$ cat src/rtl/dram_seq_pkg.sv
package dram_seq_pkg;
  typedef enum logic [2:0] {
    ST_IDLE = 3'd0,
    ST_ROW  = 3'd1,
    ST_RAS  = 3'd2,
    ST_COL  = 3'd3,
    ST_CAS  = 3'd4
  } seq_state_e;

  function automatic logic in_ras(seq_state_e s);
    return (s == ST_RAS) || (s == ST_COL) || (s == ST_CAS);
  endfunction

  function automatic logic in_col(seq_state_e s);
    return (s == ST_COL) || (s == ST_CAS);
  endfunction
endpackage

$ cat src/rtl/phi2_rise_det.sv
module phi2_rise_det (
  input  logic clk_i,
  input  logic rst_ni,
  input  logic phi2_i,
  output logic rise_o
);
  logic phi2_q;

  always_ff @(posedge clk_i or negedge rst_ni) begin
    if (!rst_ni) phi2_q <= 1'b0;
    else         phi2_q <= phi2_i;
  end

  assign rise_o = phi2_i & ~phi2_q;
endmodule

$ cat src/rtl/dram_seq_fsm.sv
module dram_seq_fsm
  import dram_seq_pkg::*;
(
  input  logic       clk_i,
  input  logic       rst_ni,
  input  logic       start_i,
  input  logic       merge_q_i,
  output seq_state_e state_o,
  output logic       release_o
);
  seq_state_e state_q, state_d;

  always_comb begin
    state_d = state_q;
    unique case (state_q)
      ST_IDLE: if (start_i) state_d = ST_ROW;
      ST_ROW:  state_d = merge_q_i ? ST_COL : ST_RAS;
      ST_RAS:  state_d = ST_COL;
      ST_COL:  state_d = ST_CAS;
      ST_CAS:  state_d = ST_IDLE;
      default: state_d = ST_IDLE;
    endcase
  end

  always_ff @(posedge clk_i or negedge rst_ni) begin
    if (!rst_ni) state_q <= ST_IDLE;
    else         state_q <= state_d;
  end

  assign state_o   = state_q;
  assign release_o = (state_q == ST_CAS);
endmodule

$ cat src/rtl/dram_addr_path.sv
module dram_addr_path
  import dram_seq_pkg::*;
#(
  parameter int ADDR_W = 16,
  parameter int DATA_W = 8,
  localparam int HALF_W = ADDR_W / 2
) (
  input  logic              clk_i,
  input  logic              rst_ni,
  input  logic              start_i,
  input  logic              wr_i,
  input  logic              merge_i,
  input  logic [ADDR_W-1:0] addr_i,
  input  logic [DATA_W-1:0] wdata_i,
  input  seq_state_e        state_i,
  output logic              wr_q_o,
  output logic              merge_q_o,
  output logic [HALF_W-1:0] dram_addr_o,
  output logic [DATA_W-1:0] dram_dq_o
);
  logic [HALF_W-1:0] row_q, col_q;
  logic [DATA_W-1:0] wdata_q;
  logic              wr_q, merge_q;

  always_ff @(posedge clk_i or negedge rst_ni) begin
    if (!rst_ni) begin
      row_q   <= '0;
      col_q   <= '0;
      wdata_q <= '0;
      wr_q    <= 1'b0;
      merge_q <= 1'b0;
    end else if (start_i) begin
      row_q   <= addr_i[ADDR_W-1:HALF_W];
      col_q   <= addr_i[HALF_W-1:0];
      wdata_q <= wdata_i;
      wr_q    <= wr_i;
      merge_q <= merge_i;
    end
  end

  assign dram_addr_o = in_col(state_i) ? col_q : row_q;
  assign dram_dq_o   = wdata_q;
  assign wr_q_o      = wr_q;
  assign merge_q_o   = merge_q;
endmodule

$ cat src/rtl/dram_rd_capture.sv
module dram_rd_capture #(
  parameter int DATA_W = 8
) (
  input  logic              clk_i,
  input  logic              rst_ni,
  input  logic              release_i,
  input  logic              wr_q_i,
  input  logic [DATA_W-1:0] dram_dq_i,
  output logic [DATA_W-1:0] rd_data_o,
  output logic              rd_valid_o
);
  always_ff @(posedge clk_i or negedge rst_ni) begin
    if (!rst_ni) begin
      rd_data_o  <= '0;
      rd_valid_o <= 1'b0;
    end else begin
      rd_valid_o <= release_i & ~wr_q_i;
      if (release_i && !wr_q_i) rd_data_o <= dram_dq_i;
    end
  end
endmodule

$ cat src/rtl/dram_access_seq.sv
module dram_access_seq
  import dram_seq_pkg::*;
#(
  parameter int ADDR_W = 16,
  parameter int DATA_W = 8,
  localparam int HALF_W = ADDR_W / 2
) (
  input  logic              clk_i,
  input  logic              rst_ni,
  input  logic              phi2_i,
  input  logic              req_i,
  input  logic              wr_i,
  input  logic              merge_i,
  input  logic [ADDR_W-1:0] addr_i,
  input  logic [DATA_W-1:0] wdata_i,
  output logic [HALF_W-1:0] dram_addr_o,
  output logic              dram_ras_n_o,
  output logic              dram_cas_n_o,
  output logic              dram_we_n_o,
  output logic [DATA_W-1:0] dram_dq_o,
  output logic              dram_dq_oe_o,
  input  logic [DATA_W-1:0] dram_dq_i,
  output logic [DATA_W-1:0] rd_data_o,
  output logic              rd_valid_o
);
  logic       phi2_rise, start, release_pls, wr_q, merge_q;
  seq_state_e state;

  phi2_rise_det u_rise (
    .clk_i  (clk_i),
    .rst_ni (rst_ni),
    .phi2_i (phi2_i),
    .rise_o (phi2_rise)
  );

  assign start = phi2_rise & req_i & (state == ST_IDLE);

  dram_seq_fsm u_fsm (
    .clk_i     (clk_i),
    .rst_ni    (rst_ni),
    .start_i   (start),
    .merge_q_i (merge_q),
    .state_o   (state),
    .release_o (release_pls)
  );

  dram_addr_path #(.ADDR_W(ADDR_W), .DATA_W(DATA_W)) u_path (
    .clk_i       (clk_i),
    .rst_ni      (rst_ni),
    .start_i     (start),
    .wr_i        (wr_i),
    .merge_i     (merge_i),
    .addr_i      (addr_i),
    .wdata_i     (wdata_i),
    .state_i     (state),
    .wr_q_o      (wr_q),
    .merge_q_o   (merge_q),
    .dram_addr_o (dram_addr_o),
    .dram_dq_o   (dram_dq_o)
  );

  dram_rd_capture #(.DATA_W(DATA_W)) u_cap (
    .clk_i      (clk_i),
    .rst_ni     (rst_ni),
    .release_i  (release_pls),
    .wr_q_i     (wr_q),
    .dram_dq_i  (dram_dq_i),
    .rd_data_o  (rd_data_o),
    .rd_valid_o (rd_valid_o)
  );

  assign dram_ras_n_o = ~in_ras(state);
  assign dram_cas_n_o = (state != ST_CAS);
  assign dram_we_n_o  = ~(wr_q & in_col(state));
  assign dram_dq_oe_o = wr_q & (state != ST_IDLE);
endmodule

$ cat config.mk
export PLATFORM = sky130hd
export DESIGN_NAME = dram_access_seq
export DESIGN_NICKNAME = d
export VERILOG_FILES = /design/src/rtl/dram_seq_pkg.sv /design/src/rtl/phi2_rise_det.sv /design/src/rtl/dram_seq_fsm.sv /design/src/rtl/dram_addr_path.sv /design/src/rtl/dram_rd_capture.sv /design/src/rtl/dram_access_seq.sv
export SDC_FILE = /design/constraint.sdc
export NUM_CORES = 1
export LEC_CHECK = 0
export BUFFER_PORTS_ARGS = -buffer_cell sky130_fd_sc_hd__buf_2
export CORE_ASPECT_RATIO = 0.5
export CORE_MARGIN = 5
export CORE_UTILIZATION = 40
export DETAILED_ROUTE_END_ITERATION = 8
export GPL_TIMING_DRIVEN = 1
export PLACE_DENSITY = 0.68
export RECOVER_POWER = 50
export SYNTH_ARGS = -nofsm -noshare
export SYNTH_HDL_FRONTEND = slang
export SYNTH_HIERARCHICAL = 1
export SYNTH_SLANG_ARGS = --single-unit
$ cat constraint.sdc
create_clock -name clk_i -period 1.53 [get_ports clk_i]
set_input_delay 0.2295 -clock clk_i [delete_from_list [all_inputs] [get_ports clk_i]]
set_output_delay 0.2295 -clock clk_i [all_outputs]
set_load 0.01 [all_outputs]
==> results.txt <==
Counting both buffers and inverters, the worst setup path holds a total of 3. The highest ir drop seen on vdd is 810 uV. The worst clock skew is 2.41 ps. The via count of the first global-routing pass came out at 1446.

The number of antenna violations at the first check in global routing is 0. Setup repair after global routing could not meet its margin everywhere. The count of port buffers added during placement is 66. The cell with the most instances after synthesis is dfrtp_1. The global-route wire length before repair came out at 6.87 mm. After synthesis, the most frequently instantiated cells are dfrtp_1, mux2_2, nor2_1, nor3b_1. Entering global routing, the biggest net connects 40 pins. The clock root buffer master is clkbuf_8. The number of cells traversed by the worst register-to-register path came out at 5.

The post-synth design cell area came out at 1860 sq um. The number of max-cap violations is 0. The number of clock buffers added by TritonCTS is 5. The number of iterations in the first detailed-routing pass is 4. The share of total power in the clock network came out at 11.4%.

The clock reaches the later pin of the worst-skew pair after 280 ps. The number of DRC violations after detailed routing is 0. The count of warnings emitted by yosys is 6. The total number of clock tree sinks is 39.

The delay of the slowest cell on the worst path came out at 450 ps. The count of placed standard cells including taps came out at 259. The number of different library cells used by synthesis comes to 28. The post-synthesis sequential element count is 39. The cell class contributing the biggest share of worst-path delay is flip-flops. The fraction of final layout cells with drive strength greater than 1 came out at 68.9%. The internal portion of the total power is 3.80 mW. The period utilization came out at 114%. The count of final max-slew check failures came to 0. A synthesized cell averages 13.8 sq um. The initial standard-cell utilization of the core is 41.9%.

The synthesized netlist cell count is 135. The clock tree from TritonCTS is done. The highest achievable clock rate is 0.572 GHz. The worst setup slack after layout came out at -217 ps. The number of antenna repair diodes is 0. The floorplan has 17 rows.

The flow ran to the end, but the final reports show violations. Routability-driven placement finished with a final weighted congestion of 0.739. The floorplan step set the die height to 58.2 microns. The number of enable-type register cells in the synthesized netlist is 0.

The core footprint came out at 4450 sq um. Among all stages on the critical path, the largest delay is contributed by dfrtp_2. The transition time at the pin with the least slew margin is 856 ps. The worst hold path belongs to the class primary input to register. The critical path in this run is classified as register to primary output. Among all flip-flop cells after synthesis, the most frequent one is dfrtp_1. The die outline area came out at 6200 sq um. In this run, flip-flops and latches consume 33.1% of the power. The count of final setup violators came out at 38. The number of nets at the end of the flow is 262. Prior to clock tree synthesis, the placed netlist has a worst setup slack of -49.1 ps. Yosys attributes the largest share of cell area to dfrtp_1, mux2_2, mux2_4. STA puts the critical path data required time at 1300 ps. The number of nets still failing antenna checks after routing came out at 0. The worst hold-check slack is 70.1 ps. The checks that failed: setup timing.

The routed wire length is 4.60 mm. The relative slew slack is 42.9%. The number of cells on the worst hold path is 1. The post-detailed-route wirelength per cell is 16.3 microns.

In this run the number of H-tree levels came out at 2. The final number of hold-violating endpoints came out at 0. The peak fanout along the critical path came out at 13. The worst setup path is launched from a register. The die is 106 microns wide. The post-route cell area is 2720 sq um. The leftover overflow at the end of global routing came out at 0.

The path with the worst hold slack has its endpoint at u_rise/phi2_q$_DFF_PN0_. The switching power as a share of total power is 35.1%. The post-synth net total came out at 173. The HPWL after detailed placement came out at 2.80 mm. The clock passes through at most 2 buffers. The total number of vias is 1423.

The first routing iteration left 53 violations. The top-level I/O count came out at 67. The post-placement cell area came out at 2290 sq um.

The leakage power total is 1.26 nW. The share of the synthesized area in the top cell type is 52.5%. The combinational fraction of design power came out at 55.5%.

The sequential-to-total area share from yosys stat is 52.5%. The count of cells in the finished layout, fillers not included, comes to 282. Summed over all nets, the switching power comes to 2.06 mW. The aggregate global-route resource usage came out at 13.9%. The startpoint identified for the worst register-to-register timing path is u_fsm/state_o[1]$_DFFE_PN0P_. The growth of design area from synthesis to finish came out at 46.3%. The register-to-register setup slack came out at -200 ps. The arrival time of data at the critical path endpoint is 1520 ps.

After synthesis, the share of flip-flops with an asynchronous set or reset is 100%. Overall power consumption after layout is estimated at 5.85 mW. The dominant cell type by count on the critical path is buf_6.

The shortest period the worst path allows is 1750 ps. Traced cell by cell, the critical path runs through buf_8 -> mux2i_4 -> buf_6 -> o221a_4 -> buf_6. The biggest area consumer among synthesized cells is dfrtp_1. After clock tree synthesis, the clock-pin slew on the worst setup and hold paths is 70 ps. Dividing total power by cell area gives a power density of 2150 nW/um^2.

The endpoint identified for the worst register-to-register timing path is u_path/wr_q_o$_DFFE_PN0P_. STA classifies the critical path endpoint as a primary output. The startpoint of the lowest-slack hold path is phi2_i. Dividing the detail-routed via count by the number of cells gives 5.05. The number of filler cells placed in the layout came out at 350.
flip-flops by register name, indices dropped and copies added, names as in the netlist:
name	flops
u_path/dram_dq_o	8
u_path/row_q	8
u_path/wr_q_o	1
u_path/col_q	8
u_cap/rd_data_o	8
u_cap/rd_valid_o	1
u_fsm/state_o	3
u_rise/phi2_q	1
u_path/merge_q_o	1
layer usage:
layer | track usage [%] | vias up | part of all wire (%)
met5 | 0 | - | 0
met4 | 2.91 | 0 | 0.87
met3 | 3.67 | 6 | 4.4
met2 | 25.3 | 32 | 49
met1 | 17.0 | 714 | 45
li1 | - | 671 | -
logic make-up (layout without fill, tap and decap cells):
| kind of cell | after synthesis | after routing | share of synthesized area (%) |
|---|---|---|---|
| flip-flops | 39 | 39 | 52.5 |
| multiplexers | 36 | 36 | 23.9 |
| AND/OR/NAND/NOR | 32 | 32 | 10.4 |
| AO/OA/AOI/OAI | 19 | 19 | 8.20 |
| buffers and inverters | 8 | 98 | 4.57 |
| XOR/XNOR | 1 | 1 | 0.471 |
worst max path at each step:
stage	startpoint	endpoint	slack, ps	depth (start not counted)
6_report	u_fsm/state_o[1]$_DFFE_PN0P_	dram_addr_o[0]	-220	5
3_3_place_gp	u_fsm/state_o[2]$_DFFE_PN0P_	u_path/row_q[2]$_DFFE_PN0P_	-30	4
4_1_cts	u_fsm/state_o[1]$_DFFE_PN0P_	dram_addr_o[3]	-200	6
2_1_floorplan	u_fsm/state_o[0]$_DFFE_PN0P_	u_path/col_q[0]$_DFFE_PN0P_	2	5
3_5_place_dp	u_fsm/state_o[2]$_DFFE_PN0P_	u_path/row_q[4]$_DFFE_PN0P_	-50	4
5_1_grt	u_fsm/state_o[1]$_DFFE_PN0P_	dram_addr_o[0]	-300	6
area by class of cell:
cell class / count / area [sq um] / area share [%]
clock buffers: 5 / 68.8 / 2.53
clock inverters: 3 / 15.0 / 0.552
multi-input cells: 88 / 917 / 33.7
flip-flops and latches: 39 / 980 / 36.0
well taps: 57 / 71.3 / 2.62
repair buffers: 90 / 669 / 24.6
power groups by stage:
stage	Sequential (mW)	Clock [mW]	Combinational, mW
finish	1.94	0.666	3.25
CTS	1.89	0.684	2.94
detailed placement	1.91	0	2.34
floorplan	1.97	0	1.52
global route	2.01	0.747	3.45
global placement	1.89	0	2.30
through the flow:
step	setup TNS, ps	util [%]
after floorplan	0	-
after global placement	-627	51.5
after detailed placement	-968	51.5
after CTS	-5460	58.4
after global routing	-9050	61.2
final	-6370	61.2
worst register-to-register path, cell delays in order, from the launching register on:
cell	delay (ps)
dfrtp_2	450
buf_4	170
nor3_4	170
and3_4	310
clkbuf_16	190
mux2_2	330
cells in the final DEF (no fill, tap or decap), types with 2 or more instances in the layout:
master and n:
nor2_1 10, nor2b_4 2, buf_6 14, o21ai_1 6, clkbuf_16 2, clkbuf_8 5
buf_2 58, dfrtp_2 3, buf_4 10, buf_12 2, dfrtp_1 36, o221a_4 6
mux2_4 11, mux2_2 23, clkinv_2 3, nand2_1 2, o221a_2 2, nor3b_1 5
nor3b_2 4
what timing repair did:
action                                 CTS  global route
endpoints found under the hold margin   39             0
hold buffers                             1             0
gates resized for setup                 28            15
gates cloned                             1             2
pin swaps                                1             9
setup endpoints to repair               37            47
setup buffers                            9             2
Power figures use the tool's default switching activity.
